### config.mk
export PLATFORM = sky130hd
export DESIGN_NAME = dvfs_level_sel
export DESIGN_NICKNAME = d
export VERILOG_FILES = /design/src/rtl/dvfs_sel_pkg.sv /design/src/rtl/dvfs_rst_sync.sv /design/src/rtl/dvfs_cfg_regs.sv /design/src/rtl/dvfs_level_scan.sv /design/src/rtl/dvfs_out_mux.sv /design/src/rtl/dvfs_level_sel.sv
export SDC_FILE = /design/constraint.sdc
export NUM_CORES = 1
export LEC_CHECK = 0
export ABC_AREA = 1
export ABC_CLOCK_PERIOD_IN_PS = 4200
export BUFFER_PORTS_ARGS = -buffer_cell sky130_fd_sc_hd__buf_2
export CAP_MARGIN = 20
export CELL_PAD_IN_SITES_DETAIL_PLACEMENT = 1
export CELL_PAD_IN_SITES_GLOBAL_PLACEMENT = 1
export CORE_MARGIN = 3
export CORE_UTILIZATION = 41
export DETAILED_ROUTE_END_ITERATION = 8
export MAX_ROUTING_LAYER = met4
export PLACE_DENSITY_LB_ADDON = 0.1
export SLEW_MARGIN = 5
export SYNTH_ARGS = -nofsm -noshare
export SYNTH_HDL_FRONTEND = slang
export SYNTH_SLANG_ARGS = --single-unit
### constraint.sdc
create_clock -name clk -period 4.2 [get_ports clk]
set_input_delay 0.63 -clock clk [delete_from_list [all_inputs] [get_ports clk]]
set_output_delay 0.63 -clock clk [all_outputs]
set_load 0.005 [all_outputs]
### src/rtl/dvfs_sel_pkg.sv
package dvfs_sel_pkg;
  localparam int REG_W      = 32;
  localparam int ADDR_W     = 2;
  localparam int HALF_W     = REG_W / 2;
  localparam int NUM_LVL    = 4;
  localparam int LVL_W      = $clog2(NUM_LVL);
  localparam int NUM_PAIRS  = NUM_LVL / 2;
  localparam int DIV_W      = 3;
  localparam int SRC_W      = 2;
  localparam int DIV_LSB    = 13;
  localparam int ALT_BIT    = 11;
  localparam int SRC_LSB    = 9;
  localparam int EN_BIT     = 31;
  localparam int ST_SRC_LSB = 0;
  localparam int ST_DIV_LSB = 2;
  localparam logic [ADDR_W-1:0] MODE_ADDR = 2'd2;

  typedef struct packed {
    logic [DIV_W-1:0] div;
    logic             alt;
    logic [SRC_W-1:0] src;
  } lvl_cfg_t;

  typedef enum logic {S_IDLE, S_SCAN} scan_st_t;

  function automatic lvl_cfg_t half_decode(input logic [HALF_W-1:0] h);
    lvl_cfg_t r;
    r.div = h[DIV_LSB +: DIV_W];
    r.alt = h[ALT_BIT];
    r.src = h[SRC_LSB +: SRC_W];
    return r;
  endfunction
endpackage

### src/rtl/dvfs_rst_sync.sv
module dvfs_rst_sync (
  input  logic clk,
  input  logic rst_n,
  output logic rst_sync_n
);
  logic [1:0] sync_q;

  always_ff @(posedge clk or negedge rst_n) begin
    if (!rst_n) sync_q <= 2'b00;
    else        sync_q <= {sync_q[0], 1'b1};
  end

  assign rst_sync_n = sync_q[1];
endmodule

### src/rtl/dvfs_cfg_regs.sv
module dvfs_cfg_regs
  import dvfs_sel_pkg::*;
(
  input  logic                              clk,
  input  logic                              rst_n,
  input  logic                              we,
  input  logic [ADDR_W-1:0]                 addr,
  input  logic [REG_W-1:0]                  wdata,
  output lvl_cfg_t [NUM_LVL-1:0]            cfg,
  output logic                              en,
  output logic [SRC_W-1:0]                  st_src,
  output logic [DIV_W-1:0]                  st_div
);
  // bits of the write word that no register keeps
  logic unused_wbits;
  assign unused_wbits = ^{wdata[28], wdata[24:16], wdata[12], wdata[8:5]};

  // level pairs: each address holds two levels, even level in the upper half
  for (genvar p = 0; p < NUM_PAIRS; p++) begin : g_pair
    logic pair_we;
    assign pair_we = we && (addr == ADDR_W'(p));
    for (genvar h = 0; h < 2; h++) begin : g_half
      lvl_cfg_t lvl_d, lvl_q;
      always_comb begin
        lvl_d = lvl_q;
        if (pair_we) lvl_d = half_decode(wdata[(1-h)*HALF_W +: HALF_W]);
      end
      always_ff @(posedge clk or negedge rst_n) begin
        if (!rst_n) lvl_q <= '0;
        else        lvl_q <= lvl_d;
      end
      assign cfg[2*p+h] = lvl_q;
    end
  end

  // mode register
  logic             mode_we;
  logic             en_d, en_q;
  logic [SRC_W-1:0] src_d, src_q;
  logic [DIV_W-1:0] div_d, div_q;

  assign mode_we = we && (addr == MODE_ADDR);

  always_comb begin
    en_d  = en_q;
    src_d = src_q;
    div_d = div_q;
    if (mode_we) begin
      en_d  = wdata[EN_BIT];
      src_d = wdata[ST_SRC_LSB +: SRC_W];
      div_d = wdata[ST_DIV_LSB +: DIV_W];
    end
  end

  always_ff @(posedge clk or negedge rst_n) begin
    if (!rst_n) begin
      en_q  <= 1'b0;
      src_q <= '0;
      div_q <= '0;
    end else begin
      en_q  <= en_d;
      src_q <= src_d;
      div_q <= div_d;
    end
  end

  assign en     = en_q;
  assign st_src = src_q;
  assign st_div = div_q;
endmodule

### src/rtl/dvfs_level_scan.sv
module dvfs_level_scan
  import dvfs_sel_pkg::*;
(
  input  logic                   clk,
  input  logic                   rst_n,
  input  lvl_cfg_t [NUM_LVL-1:0] cfg,
  input  logic                   en,
  input  logic                   req_valid,
  input  logic [DIV_W-1:0]       req_div,
  output logic                   busy,
  output logic                   done,
  output logic                   err,
  output logic [LVL_W-1:0]       level,
  output logic [DIV_W-1:0]       req_q
);
  localparam logic [LVL_W-1:0] LAST_IDX = LVL_W'(NUM_LVL - 1);

  scan_st_t         st_d, st_q;
  logic [LVL_W-1:0] idx_d, idx_q;
  logic             hit_d, hit_q;
  logic [LVL_W-1:0] hit_lvl_d, hit_lvl_q;
  logic [DIV_W-1:0] div_d, div_q;
  logic [LVL_W-1:0] lvl_d, lvl_q;
  logic             done_d, done_q;
  logic             err_d, err_q;
  logic             cur_hit;

  assign cur_hit = (cfg[idx_q].div == div_q);

  always_comb begin
    st_d      = st_q;
    idx_d     = idx_q;
    hit_d     = hit_q;
    hit_lvl_d = hit_lvl_q;
    div_d     = div_q;
    lvl_d     = lvl_q;
    done_d    = 1'b0;
    err_d     = 1'b0;
    case (st_q)
      S_IDLE: begin
        if (req_valid) begin
          st_d      = S_SCAN;
          idx_d     = '0;
          hit_d     = 1'b0;
          hit_lvl_d = '0;
          div_d     = req_div;
        end
      end
      S_SCAN: begin
        if (!hit_q && cur_hit) begin
          hit_d     = 1'b1;
          hit_lvl_d = idx_q;
        end
        if (idx_q == LAST_IDX) begin
          st_d   = S_IDLE;
          done_d = 1'b1;
          if (en && (hit_q || cur_hit)) lvl_d = hit_q ? hit_lvl_q : idx_q;
          else                          err_d = 1'b1;
        end else begin
          idx_d = idx_q + 1'b1;
        end
      end
      default: st_d = S_IDLE;
    endcase
  end

  always_ff @(posedge clk or negedge rst_n) begin
    if (!rst_n) begin
      st_q      <= S_IDLE;
      idx_q     <= '0;
      hit_q     <= 1'b0;
      hit_lvl_q <= '0;
      div_q     <= '0;
      lvl_q     <= '0;
      done_q    <= 1'b0;
      err_q     <= 1'b0;
    end else begin
      st_q      <= st_d;
      idx_q     <= idx_d;
      hit_q     <= hit_d;
      hit_lvl_q <= hit_lvl_d;
      div_q     <= div_d;
      lvl_q     <= lvl_d;
      done_q    <= done_d;
      err_q     <= err_d;
    end
  end

  assign busy  = (st_q == S_SCAN);
  assign done  = done_q;
  assign err   = err_q;
  assign level = lvl_q;
  assign req_q = div_q;
endmodule

### src/rtl/dvfs_out_mux.sv
module dvfs_out_mux
  import dvfs_sel_pkg::*;
(
  input  lvl_cfg_t [NUM_LVL-1:0] cfg,
  input  logic                   en,
  input  logic [SRC_W-1:0]       st_src,
  input  logic [DIV_W-1:0]       st_div,
  input  logic [LVL_W-1:0]       level,
  output logic [SRC_W-1:0]       out_src,
  output logic [DIV_W-1:0]       out_div,
  output logic                   out_alt
);
  lvl_cfg_t cur;
  assign cur = cfg[level];

  always_comb begin
    if (en) begin
      out_src = cur.src;
      out_div = cur.div;
      out_alt = cur.alt;
    end else begin
      out_src = st_src;
      out_div = st_div;
      out_alt = 1'b0;
    end
  end
endmodule

### src/rtl/dvfs_level_sel.sv
module dvfs_level_sel
  import dvfs_sel_pkg::*;
(
  input  logic              clk,
  input  logic              rst_n,
  input  logic              cfg_we,
  input  logic [1:0]        cfg_addr,
  input  logic [31:0]       cfg_wdata,
  input  logic              req_valid,
  input  logic [2:0]        req_div,
  output logic              req_busy,
  output logic              req_done,
  output logic              req_err,
  output logic [1:0]        cur_level,
  output logic              dyn_on,
  output logic [1:0]        out_src,
  output logic [2:0]        out_div,
  output logic              out_alt
);
  logic                   rst_sync_n;
  lvl_cfg_t [NUM_LVL-1:0] cfg;
  logic                   en;
  logic [SRC_W-1:0]       st_src;
  logic [DIV_W-1:0]       st_div;
  logic [DIV_W-1:0]       req_div_q;

  dvfs_rst_sync u_rst (
    .clk        (clk),
    .rst_n      (rst_n),
    .rst_sync_n (rst_sync_n)
  );

  dvfs_cfg_regs u_regs (
    .clk    (clk),
    .rst_n  (rst_sync_n),
    .we     (cfg_we),
    .addr   (cfg_addr),
    .wdata  (cfg_wdata),
    .cfg    (cfg),
    .en     (en),
    .st_src (st_src),
    .st_div (st_div)
  );

  dvfs_level_scan u_scan (
    .clk       (clk),
    .rst_n     (rst_sync_n),
    .cfg       (cfg),
    .en        (en),
    .req_valid (req_valid),
    .req_div   (req_div),
    .busy      (req_busy),
    .done      (req_done),
    .err       (req_err),
    .level     (cur_level),
    .req_q     (req_div_q)
  );

  dvfs_out_mux u_mux (
    .cfg     (cfg),
    .en      (en),
    .st_src  (st_src),
    .st_div  (st_div),
    .level   (cur_level),
    .out_src (out_src),
    .out_div (out_div),
    .out_alt (out_alt)
  );

  assign dyn_on = en;
endmodule

Word level (Yosys, flattened, before mapping)
Index checks and enable logic that the tools add are counted.
Widths: inputs -> output; s select.
- bits in registers: 45
- $add $sub $neg: 1
- magnitude comparators: 2
- reductions and logical operators: 12
- eq/ne operators: 7
- mux-type cells: 24
- bitwise operators: 1
- operators with widths (cell ; number):
    $bmux 6 s2 ; 2
    $mux 6 ; 2
    $mux 1 ; 10
    $mux 2 ; 5
    $pmux 2 s2 ; 2
    $lt 2x3->1 const B ; 2
    $ne 2x2->1 const B ; 3
    $reduce_and 2->1 ; 3
    $logic_and 1x1->1 ; 5
    $eq 2x2->1 const B ; 2
    $pmux 1 s2 ; 2
    $eq 3x3->1 ; 1
    $mux 3 ; 1
    $reduce_and 3->1 ; 1
    $add 2x1->2 const B ; 1
    $eq 2x1->1 const B ; 1
    $logic_not 2->1 ; 1
    $logic_not 1->1 ; 1
    $logic_or 1x1->1 ; 1
    $not 1->1 ; 1

Longest topological paths before layout
Gate-level depths: netlist of the first run.
- depth in word-level cells: 8
- gate-level depth with buffers: 12

Modules after synthesis
Synthesis of the first run repeated with hierarchy kept, for this count alone.
- cell total of the unflattened synthesis: 314
- area total of the unflattened synthesis: 2394.8 um2
- modules (own cells, without submodules) (module ; instances ; area an instance (um2) ; seq. area each (um2) ; cells an instance):
    dvfs_cfg_regs ; 1 ; 1267.5 ; 750.7 ; 136
    dvfs_level_scan ; 1 ; 725.7 ; 325.3 ; 90
    dvfs_out_mux ; 1 ; 347.8 ; 0.0 ; 85
    dvfs_rst_sync ; 1 ; 53.8 ; 50.0 ; 3

Worst setup path before layout of the first run
Ideal clock, no wire load.
- path type: register to output
- from: reg u_scan.lvl_q[0], in the netlist u_scan.level[0]
- to: out out_div[0]
- data required time: 3.570 ns
- arrival: 1.093 ns
- slack: 2.477 ns
- cell stages (with the launch flop): 6
- cells stage by stage: dfrtp_1 -> clkbuf_1 -> nor2_1 -> nor2_1 -> o21ai_0 -> a31oi_1
- word-level cells in the longest chain between the ends: 3
- ends and longest elaborated chain (element ; line ; RTL):
    start, declared ; dvfs_level_scan.sv:23 ; logic [LVL_W-1:0] lvl_d, lvl_q;
    start signal, assigned ; dvfs_level_scan.sv:83 ; lvl_q <= lvl_d;
    $bmux 6 s2 ; dvfs_out_mux.sv:14 ; assign cur = cfg[level];
    $mux 6 (not written as such) ; dvfs_out_mux.sv:14 ;
    $mux 3 ; dvfs_out_mux.sv:17 ; if (en) begin
    end, declared ; dvfs_level_sel.sv:17 ; output logic [2:0] out_div,
Every way passes these cells. The select of a mux whose other input is x is not followed.

Worst setup path after layout of the first run
- from: reg u_scan.lvl_q[0], in the netlist u_scan.level[0]
- to: out out_div[1]
The elaborated chain is that of the path after synthesis.

==> results of run 1 <==
how the worst min path moves through the flow:
stage               slack (ps)                        end                      start
floorplan                  330  u_rst.sync_q[0]$_DFF_PN0_                      rst_n
global placement           340  u_rst.sync_q[1]$_DFF_PN0_  u_rst.sync_q[0]$_DFF_PN0_
detailed placement         340  u_rst.sync_q[1]$_DFF_PN0_  u_rst.sync_q[0]$_DFF_PN0_
CTS                        100  u_rst.sync_q[1]$_DFF_PN0_                      rst_n
global route                90  u_rst.sync_q[1]$_DFF_PN0_                      rst_n
finish                     100  u_rst.sync_q[0]$_DFF_PN0_                      rst_n
registers in the layout, summed over array words and instances, names as in the netlist:
signal	flops
u_regs.cfg	24
u_regs.en	1
u_regs.st_div	3
u_regs.st_src	2
u_rst.sync_q	2
u_scan.busy	1
u_scan.done	1
u_scan.err	1
u_scan.hit_lvl_q	2
u_scan.hit_q	1
u_scan.idx_q	2
u_scan.level	2
u_scan.req_q	3
final cells by class:
| class | instances | area [um2] | area share, % |
|---|---|---|---|
| Clock buffer | 5 | 68.8 | 2.78 |
| Clock inverter | 2 | 35.0 | 1.41 |
| Inverter | 25 | 96.3 | 3.89 |
| Multi-Input combinational cell | 183 | 880 | 35.5 |
| Sequential cell | 45 | 1130 | 45.5 |
| Tap cell | 67 | 83.8 | 3.39 |
| Timing Repair Buffer | 37 | 185 | 7.48 |
cells by family (layout without fill, tap and decap cells):
kind of cell / Yosys count / count (layout)
compound gates: 54 / 54
fa+ha+maj: 1 / 1
buf+inv: 34 / 69
flops: 45 / 45
mux: 4 / 4
other cells: 1 / 1
simple gates: 123 / 123
cells in the mapped netlist (2+ instances only):
cell type / instances
sky130_fd_sc_hd__nand2_1: 63
sky130_fd_sc_hd__dfrtp_1: 45
sky130_fd_sc_hd__o21ai_0: 37
sky130_fd_sc_hd__nor2_1: 31
sky130_fd_sc_hd__inv_1: 23
sky130_fd_sc_hd__nand3_1: 14
sky130_fd_sc_hd__o21ai_1: 9
sky130_fd_sc_hd__clkbuf_1: 8
sky130_fd_sc_hd__nand3_2: 6
sky130_fd_sc_hd__nand2_2: 5
sky130_fd_sc_hd__a31oi_1: 4
sky130_fd_sc_hd__mux2_2: 4
sky130_fd_sc_hd__nand4_1: 3
sky130_fd_sc_hd__a21oi_1: 2
cells in the final DEF (no fill, tap or decap):
cell,n
sky130_fd_sc_hd__clkbuf_8,5
sky130_fd_sc_hd__or2_1,1
sky130_fd_sc_hd__mux2_2,4
sky130_fd_sc_hd__nand4_1,3
sky130_fd_sc_hd__nand3_2,6
sky130_fd_sc_hd__nor2_1,31
sky130_fd_sc_hd__a21oi_1,2
sky130_fd_sc_hd__o21ai_0,37
sky130_fd_sc_hd__o21ai_1,9
sky130_fd_sc_hd__clkinv_2,1
sky130_fd_sc_hd__conb_1,1
sky130_fd_sc_hd__a21boi_0,1
sky130_fd_sc_hd__dfrtp_1,44
sky130_fd_sc_hd__a31oi_1,4
sky130_fd_sc_hd__o22ai_1,1
sky130_fd_sc_hd__nand2_2,5
sky130_fd_sc_hd__nand2_1,63
sky130_fd_sc_hd__nand3_1,14
sky130_fd_sc_hd__ha_1,1
sky130_fd_sc_hd__inv_4,1
sky130_fd_sc_hd__bufinv_16,1
sky130_fd_sc_hd__buf_2,37
sky130_fd_sc_hd__inv_1,23
sky130_fd_sc_hd__dfrtp_2,1
sky130_fd_sc_hd__inv_2,1
worst max-delay path: stages (launching register included):
cell	delay [ps]
sky130_fd_sc_hd__dfrtp_1	700
sky130_fd_sc_hd__inv_1	320
sky130_fd_sc_hd__o21ai_0	230
sky130_fd_sc_hd__o22ai_1	120
sky130_fd_sc_hd__nand2_1	80
sky130_fd_sc_hd__o21ai_0	80
sky130_fd_sc_hd__buf_2	150
where the power goes:
| part | total [mW] | switching (mW) | internal (mW) | leakage [nW] |
|---|---|---|---|---|
| combinational | 0.489 | 0.296 | 0.193 | 0.663 |
| sequential | 0.670 | 0.138 | 0.533 | 0.559 |
| clock | 0.320 | 0.146 | 0.173 | 0.0540 |
metal layers:
layer  wire length (um)  GRT usage, %  vias up
li1                   -             -      914
met2               2290          28.3       33
met4                 73          6.29        0
met3                230          4.01        5
met5                  0             -        -
met1               2530          25.9      893
==> parameters.txt, run 1 <==
Parameter                              Value

Clocking
  Source-to-sink clock delay at the later pin of the worst-skew pair ... 300 ps
  Clk pin slew, worst setup/hold paths ... 80 ps
  Maximum number of buffers from clock root to sink ... 2
  Clock tree from TritonCTS ... yes
  CTS buffer count ... 5
  Post-CTS Setup Bufs ... 0
  CTS Root Buffer Type ... sky130_fd_sc_hd__clkbuf_8
  Number of gates given a new drive strength after cts ... 0
  Total clock sinks ... 45
  Number of H-tree branching levels ... 2
  Hold buffer count at CTS ... 0

Power
  Power, Total ... 1.48 mW
  Power density cells ... approximately 600 nW/um2
  Highest ir drop seen on vdd ... 0.219 mV
  P_leak ... 1.28 nW

Outcome
  Result of the run ... complete, no violations

Place
  Placed cell areas ... 2370 um2
  Quantity of I/O buffers inserted on ports ... 37
  Final HPWL from detailed placement ... about 3600 um
  Number of placed instances, taps included ... 357
  Weighted congestion reported at the end of routability-driven placement ... 0.761
  Setup slack after placement ... 1920 ps

Worst setup path
  Capture point of the worst reg-to-reg path ... u_scan.level[0]$_DFFE_PN0P_
  WP data required ... about 3600 ps
  CP arrival ... 1990 ps
  Critical path type ... flop to output pin
  Crit path launch ... u_scan.level[0]$_DFFE_PN0P_
  Largest fanout on the critical path ... 15
  RR Startpoint ... u_scan.idx_q[0]$_DFFE_PN0P_
  R2R depth ... 11
  Startpoint type of the worst setup path ... flop
  Worst R2R Setup Slack ... around 2500 ps
  Type of destination of the critical path ... output pin
  Crit path capture ... out_div[1]

Drt
  Routed wire length ... 5120 um
  Drt wl/cell ... roughly 14 um
  Number of remaining DRC errors ... 0
  Iteration-0 DRC count of the detailed router ... ~120
  Via count of the routed design ... 1845
  Number of nets with antenna violations after detailed routing ... 0
  First-pass detailed-route iteration total ... 4
  Average vias per placed instance ... 5.07

Yosys
  Basic-gate share of the synthesized area counting and, or, nand and nor cells ... 25.2%
  Number of flip-flops and latches in the synthesized netlist ... 45
  Number of standard cells after synthesis ... 262
  Area share of the largest cell type after synthesis ... a little over half
  Multiplexer fraction of the synthesized cell area ... 2.10%
  Combined area of all synthesized cells ... 2140 um2
  Sequential share of the synthesized area ... between 50% and 60%
  Cell variety after synth ... 22
  Syn_area_per_cell ... 8.18 um2
  Count of flip-flops with a built-in enable after synthesis ... 0
  XOR/XNOR share of the synthesized area ... 0%
  Top cells by area in the synthesized netlist ... sky130_fd_sc_hd__dfrtp_1 (53%), sky130_fd_sc_hd__nand2_1 (11%), sky130_fd_sc_hd__o21ai_0 (8.6%), sky130_fd_sc_hd__nor2_1 (5.4%), sky130_fd_sc_hd__inv_1 (4.0%)
  Combinational family with the most area after synthesis ... simple AND/OR/NAND/NOR gates
  Post-synthesis async set-or-reset flop share ... 100%
  Net count of the mapped netlist ... 304
  Area share of fa/ha/maj cells after synthesis ... less than 1%
  Compound-Gate Fraction of Synth Area ... 13.0%
  Top FF cell, synth ... sky130_fd_sc_hd__dfrtp_1
  Area leader, netlist ... sky130_fd_sc_hd__dfrtp_1
  Ys Warns ... 0

Finish
  Share of the core filled with cells in the final layout ... between 50% and 60%
  Area delta synth->final ... 15.5%
  Number of nets in the layout ... 339
  Filler Cell Count ... 632
  Share of cells above drive strength 1 ... 20.9%
  Final cell area excluding filler cells ... between 2000 and 2500 um2
  Number of inserted diodes ... 0
  Non-Filler Instances ... 364

Job
  Max-cap violations ... 0

Global routing
  Global router's overall resource usage ... 19.0%
  Gr ovfl total ... 0
  Via count of the first global-routing pass ... 1788
  Largest net degree at the start of global routing ... 44
  Antenna violations before repair ... 0
  Global-route wire length before repair ... roughly 8900 um

STA
  Total negative slack ... 0 ps
  Fin crit share ... 62.3%
  Worst relative slew slack ... about 36%
  Clock tree skew after final layout ... 3.52 ps
  Number of endpoints with negative hold slack in the final report ... 0
  Min cycle time layout ... 2620 ps
  Slew at the pin with the worst max-slew slack ... 959 ps
  Setup repair after global routing missed its margin ... false
  Number of setup violations in the final report ... 0
  Worst-case setup margin in the final layout ... 1580 ps
  Worst hold margin ... 99.5 ps
  Final Slew Violations ... 0
  Fmax achieved ... ~0.38 GHz

Die
  Horizontal die dimension ... 78.3 um
  Core footprint ... 4880 um2
  Die ar. ... ~6100 um2
  Die Span Y ... approximately 78 um
  Effective utilization at floorplan ... 43.9%
  Top-Level Pins ... 53
  Placement Rows ... 25

Min path
  Path type of the worst min-delay path ... primary input to async pin
Power figures use the tool's default switching activity.
==> run 2: changes to the inputs <==
- ABC_AREA: 1 -> 0
- ABC_CLOCK_PERIOD_IN_PS: 4200 -> 2100
- CORE_UTILIZATION: 41 -> 38
- clock period: 4.2 -> 2.1 ns (I/O delays scaled with it)
==> run 2 against run 1 <==
Worst setup slack got worse by 1500 ps. Design area up 6.3%. Worst hold slack improved by 100 ps. Global-route usage decreased by 2.4 points. Wire length is 5.6% lower. Via count decreased by 21%. Clock skew rose by 2.0 ps. Synthesized cell count fell by 37%. Die area is 8.4% higher. Critical path type unchanged. Largest cell class unchanged.
==> parameters.txt, run 2 <==
Parameter                              Value

Outcome
  Result of the run ... complete, no violations (unchanged)

Worst setup path
  Worst stage delay on the critical path ... 510 ps (was 700 ps)
  CP arrival ... 1720 ps (was 1990 ps)
  RR Startpoint ... u_scan.idx_q[1]$_DFFE_PN0P_ (was u_scan.idx_q[0]$_DFFE_PN0P_)
  Critical path type ... flop to output pin (unchanged)
  Levels on crit path ... 4 (was 6)
  Type of destination of the critical path ... output pin (unchanged)
  Capture point of the worst reg-to-reg path ... u_scan.level[0]$_DFFE_PN0P_ (unchanged)
  Worst path cell trace ... buf_6 > mux4_2 > mux2_4 > buf_6 (was inv_1 > o21ai_0 > o22ai_1 > nand2_1 > o21ai_0 > buf_2)
  Critical-path top delay cell ... sky130_fd_sc_hd__mux4_2 (was sky130_fd_sc_hd__dfrtp_1)
  Cell class contributing the biggest share of worst-path delay ... multiplexers (was flip-flops)
  R2R depth ... 6 (was 11)
  Total buffers and inverters traversed by the critical path ... 2 (unchanged)
  Startpoint type of the worst setup path ... flop (unchanged)
  Largest fanout on the critical path ... 5 (was 15)
  WP data required ... 1780 ps (was 3570 ps)
  Critical path's most frequent cell ... sky130_fd_sc_hd__buf_6 (was sky130_fd_sc_hd__o21ai_0)
  Worst R2R Setup Slack ... 300 ps (was 2540 ps)

Place
  Placed cell areas ... 2450 um2 (was 2370 um2)
  Final HPWL from detailed placement ... 3670 um (was 3650 um)
  Quantity of I/O buffers inserted on ports ... 37 (unchanged)
  Setup slack after placement ... 294 ps (was 1920 ps)
  Weighted congestion reported at the end of routability-driven placement ... 0.910 (was 0.761)

Finish
  Share of cells above drive strength 1 ... 47.6% (was 20.9%)
  Area delta synth->final ... 21.5% (was 15.5%)
  Final cell area excluding filler cells ... 2630 um2 (was 2480 um2)
  Number of flip-flops under the largest register name ... 24 (unchanged)
  Number of inserted diodes ... 0 (unchanged)
  Most common cell after layout, fill and taps aside ... sky130_fd_sc_hd__dfrtp_1 (was sky130_fd_sc_hd__nand2_1)
  Most frequent cells in the layout ... sky130_fd_sc_hd__dfrtp_1 (44), sky130_fd_sc_hd__buf_2 (34), sky130_fd_sc_hd__mux2_2 (31) (was sky130_fd_sc_hd__nand2_1 (63), sky130_fd_sc_hd__dfrtp_1 (44), sky130_fd_sc_hd__o21ai_0 (37), sky130_fd_sc_hd__buf_2 (37), sky130_fd_sc_hd__nor2_1 (31))
  Filler Cell Count ... 567 (was 632)
  Number of nets in the layout ... 251 (was 339)

STA
  Min cycle time layout ... 2030 ps
  Worst relative slew slack ... 55.3% (was 36.1%)
  Clock tree skew after final layout ... 5.50 ps (was 3.52 ps)
  Number of setup violations in the final report ... 0 (unchanged)
  Fmax achieved ... 0.492 GHz
  Slew at the pin with the worst max-slew slack ... 671 ps (was 959 ps)
  Setup repair after global routing missed its margin ... true (was false)
  Final Slew Violations ... 0 (unchanged)
  Worst-case setup margin in the final layout ... 68.2 ps (was 1580 ps)
  Fin crit share ... 96.8%
  Number of endpoints with negative hold slack in the final report ... 0 (unchanged)

Power
  P_leak ... 1.22 nW (was 1.28 nW)
  Power, Total ... 3.35 mW (was 1.48 mW)
  Highest ir drop seen on vdd ... 0.548 mV (was 0.219 mV)
  Power density cells ... 1270 nW/um2 (was 597 nW/um2)

Yosys
  Sequential share of the synthesized area ... 52.0% (was 52.5%)
  Net count of the mapped netlist ... 206 (was 304)
  Multiplexer fraction of the synthesized cell area ... 29.6% (was 2.10%)
  XOR/XNOR share of the synthesized area ... 2.42% (was 0%)
  Number of standard cells after synthesis ... 164 (was 262)
  Most frequent cell after synthesis ... sky130_fd_sc_hd__dfrtp_1 (was sky130_fd_sc_hd__nand2_1)
  Combined area of all synthesized cells ... 2170 um2 (was 2140 um2)
  Area share of the largest cell type after synthesis ... 52.0% (was 52.5%)
  Combinational family with the most area after synthesis ... multiplexers (was simple AND/OR/NAND/NOR gates)
  Top cells by area in the synthesized netlist ... sky130_fd_sc_hd__dfrtp_1 (52%), sky130_fd_sc_hd__mux2_2 (18%), sky130_fd_sc_hd__mux4_2 (7.3%), sky130_fd_sc_hd__mux2i_1 (4.2%), sky130_fd_sc_hd__nand2_1 (2.8%) (was sky130_fd_sc_hd__dfrtp_1 (53%), sky130_fd_sc_hd__nand2_1 (11%), sky130_fd_sc_hd__o21ai_0 (8.6%), sky130_fd_sc_hd__nor2_1 (5.4%), sky130_fd_sc_hd__inv_1 (4.0%))
  Area leader, netlist ... sky130_fd_sc_hd__dfrtp_1 (unchanged)
  Area share of fa/ha/maj cells after synthesis ... 0.577% (was 0.584%)
  Cell variety after synth ... 33 (was 22)
  Compound-Gate Fraction of Synth Area ... 4.97% (was 13.0%)
  Top FF cell, synth ... sky130_fd_sc_hd__dfrtp_1 (unchanged)
  Top cells by count, synth ... sky130_fd_sc_hd__dfrtp_1 (45), sky130_fd_sc_hd__mux2_2 (34), sky130_fd_sc_hd__nand2_1 (16) (was sky130_fd_sc_hd__nand2_1 (63), sky130_fd_sc_hd__dfrtp_1 (45), sky130_fd_sc_hd__o21ai_0 (37))
  Basic-gate share of the synthesized area counting and, or, nand and nor cells ... 7.39% (was 25.2%)
  Ys Warns ... 0 (unchanged)
  Count of flip-flops with a built-in enable after synthesis ... 0 (unchanged)
  Post-synthesis async set-or-reset flop share ... 100% (unchanged)
  Syn_area_per_cell ... 13.2 um2 (was 8.18 um2)
  Number of flip-flops and latches in the synthesized netlist ... 45 (unchanged)

Clocking
  Clk pin slew, worst setup/hold paths ... 80 ps (about the same)
  Total clock sinks ... 45 (unchanged)
  Clock tree from TritonCTS ... yes (unchanged)
  CTS buffer count ... 5 (unchanged)
  Maximum number of buffers from clock root to sink ... 2 (unchanged)
  Number of H-tree branching levels ... 2 (unchanged)
  Source-to-sink clock delay at the later pin of the worst-skew pair ... 300 ps (about the same)
  CTS Root Buffer Type ... sky130_fd_sc_hd__clkbuf_8 (unchanged)

Drt
  Routed wire length ... 4830 um (was 5120 um)
  Iteration-0 DRC count of the detailed router ... 54 (was 122)
  Number of remaining DRC errors ... 0 (unchanged)
  Via count of the routed design ... 1449 (was 1845)
  Number of nets with antenna violations after detailed routing ... 0 (unchanged)
  Drt wl/cell ... 17.3 um (was 14.1 um)
  First-pass detailed-route iteration total ... 4 (unchanged)
  Average vias per placed instance ... 5.18 (was 5.07)

Job
  Max-cap violations ... 0 (unchanged)

Global routing
  Via count of the first global-routing pass ... 1644 (was 1788)
  Largest net degree at the start of global routing ... 31 (was 44)
  Global-route wire length before repair ... 7870 um (was 8860 um)
  Gr ovfl total ... 0 (unchanged)
  Global router's overall resource usage ... 16.6% (was 19.0%)
  Antenna violations before repair ... 0 (unchanged)

Die
  Effective utilization at floorplan ... 40.9% (was 43.9%)
  Die Span Y ... 81.5 um (was 78.3 um)
  Placement Rows ... 26 (was 25)
  Die ar. ... 6640 um2 (was 6130 um2)
  Core footprint ... 5300 um2 (was 4880 um2)
  Top-Level Pins ... 53 (unchanged)
  Horizontal die dimension ... 81.5 um (was 78.3 um)

Min path
  Path type of the worst min-delay path ... primary input to flop (was primary input to async pin)
  Hold path startpoint ... req_div[0]
  Hold worst-path end ... u_scan.req_q[0]$_DFFE_PN0P_
  Cell count of the worst hold path ... 3
-- run 2: layer usage --
| metal | wire [um] | track usage [%] | up-vias |
|---|---|---|---|
| met5 | 0 | - | - |
| li1 | - | - | 670 |
| met2 | 2530 | 28.7 | 34 |
| met3 | 183 | 3.95 | 8 |
| met4 | 93 | 6.25 | 0 |
| met1 | 2030 | 18.8 | 737 |
-- run 2: area by class of cell --
cell class,instances,area (um2),share of cell area (%)
clock buffer,5,68.8,2.61
clock inverter,3,65.1,2.47
inverter,5,18.8,0.713
multi-input combinational,107,995,37.8
sequential,45,1130,42.8
tap,70,87.6,3.33
timing repair buffer,45,270,10.3
-- run 2: power by group --
group          switching (mW)  leakage [nW]  internal (mW)  total [mW]
logic                   0.527         0.611          0.719        1.25
registers               0.257         0.537           1.09        1.34
clock network           0.293        0.0681          0.472       0.765
total                    1.08          1.22           2.28        3.35
-- run 2: how the worst max path moves through the flow --
stage / start / endpoint / slack, ps
after floorplan: u_scan.level[0]$_DFFE_PN0P_ / out_div[0] / 440
after global placement: u_scan.idx_q[1]$_DFFE_PN0P_ / u_scan.level[1]$_DFFE_PN0P_ / 310
after detailed placement: u_scan.idx_q[1]$_DFFE_PN0P_ / u_scan.level[0]$_DFFE_PN0P_ / 290
after CTS: u_scan.level[0]$_DFFE_PN0P_ / out_src[1] / 30
after global routing: u_scan.level[0]$_DFFE_PN0P_ / out_div[0] / -20
final: u_scan.level[0]$_DFFE_PN0P_ / out_src[1] / 70
-- run 2: cells by family (layout without fill, tap and decap cells) --
group / after synthesis / count (layout)
fa+ha+maj: 1 / 1
simple gates: 33 / 33
compound gates: 15 / 15
xor+xnor: 6 / 6
other cells: 1 / 1
flops: 45 / 45
mux: 51 / 51
buf+inv: 12 / 58
-- run 2: through the flow --
| stage | hold slack (ps) | util [%] | setup TNS, ps | std cells |
|---|---|---|---|---|
| floorplan | 19.4 | - | 0 | 164 |
| global placement | 98.9 | 46.3 | 0 | 271 |
| detailed placement | 102 | 46.3 | 0 | 271 |
| CTS | 201 | 49.0 | 0 | 280 |
| global route | 209 | 49.6 | -26.0 | 280 |
| finish | 200 | 49.6 | 0 | 280 |
-- run 2: worst reg2reg max path: stages (launching register included) --
cell	delay, ps
sky130_fd_sc_hd__dfrtp_1	540
sky130_fd_sc_hd__buf_4	210
sky130_fd_sc_hd__mux2i_1	220
sky130_fd_sc_hd__xnor2_1	110
sky130_fd_sc_hd__nor3b_2	310
sky130_fd_sc_hd__o21bai_4	120
sky130_fd_sc_hd__a211oi_2	200
-- run 2: timing repair --
action                                 in CTS  in global routing
setup endpoints to repair                   0                  4
setup buffers                               0                  0
hold buffers                                1                  0
resized for setup                           0                  7
endpoints found under the hold margin       2                  0
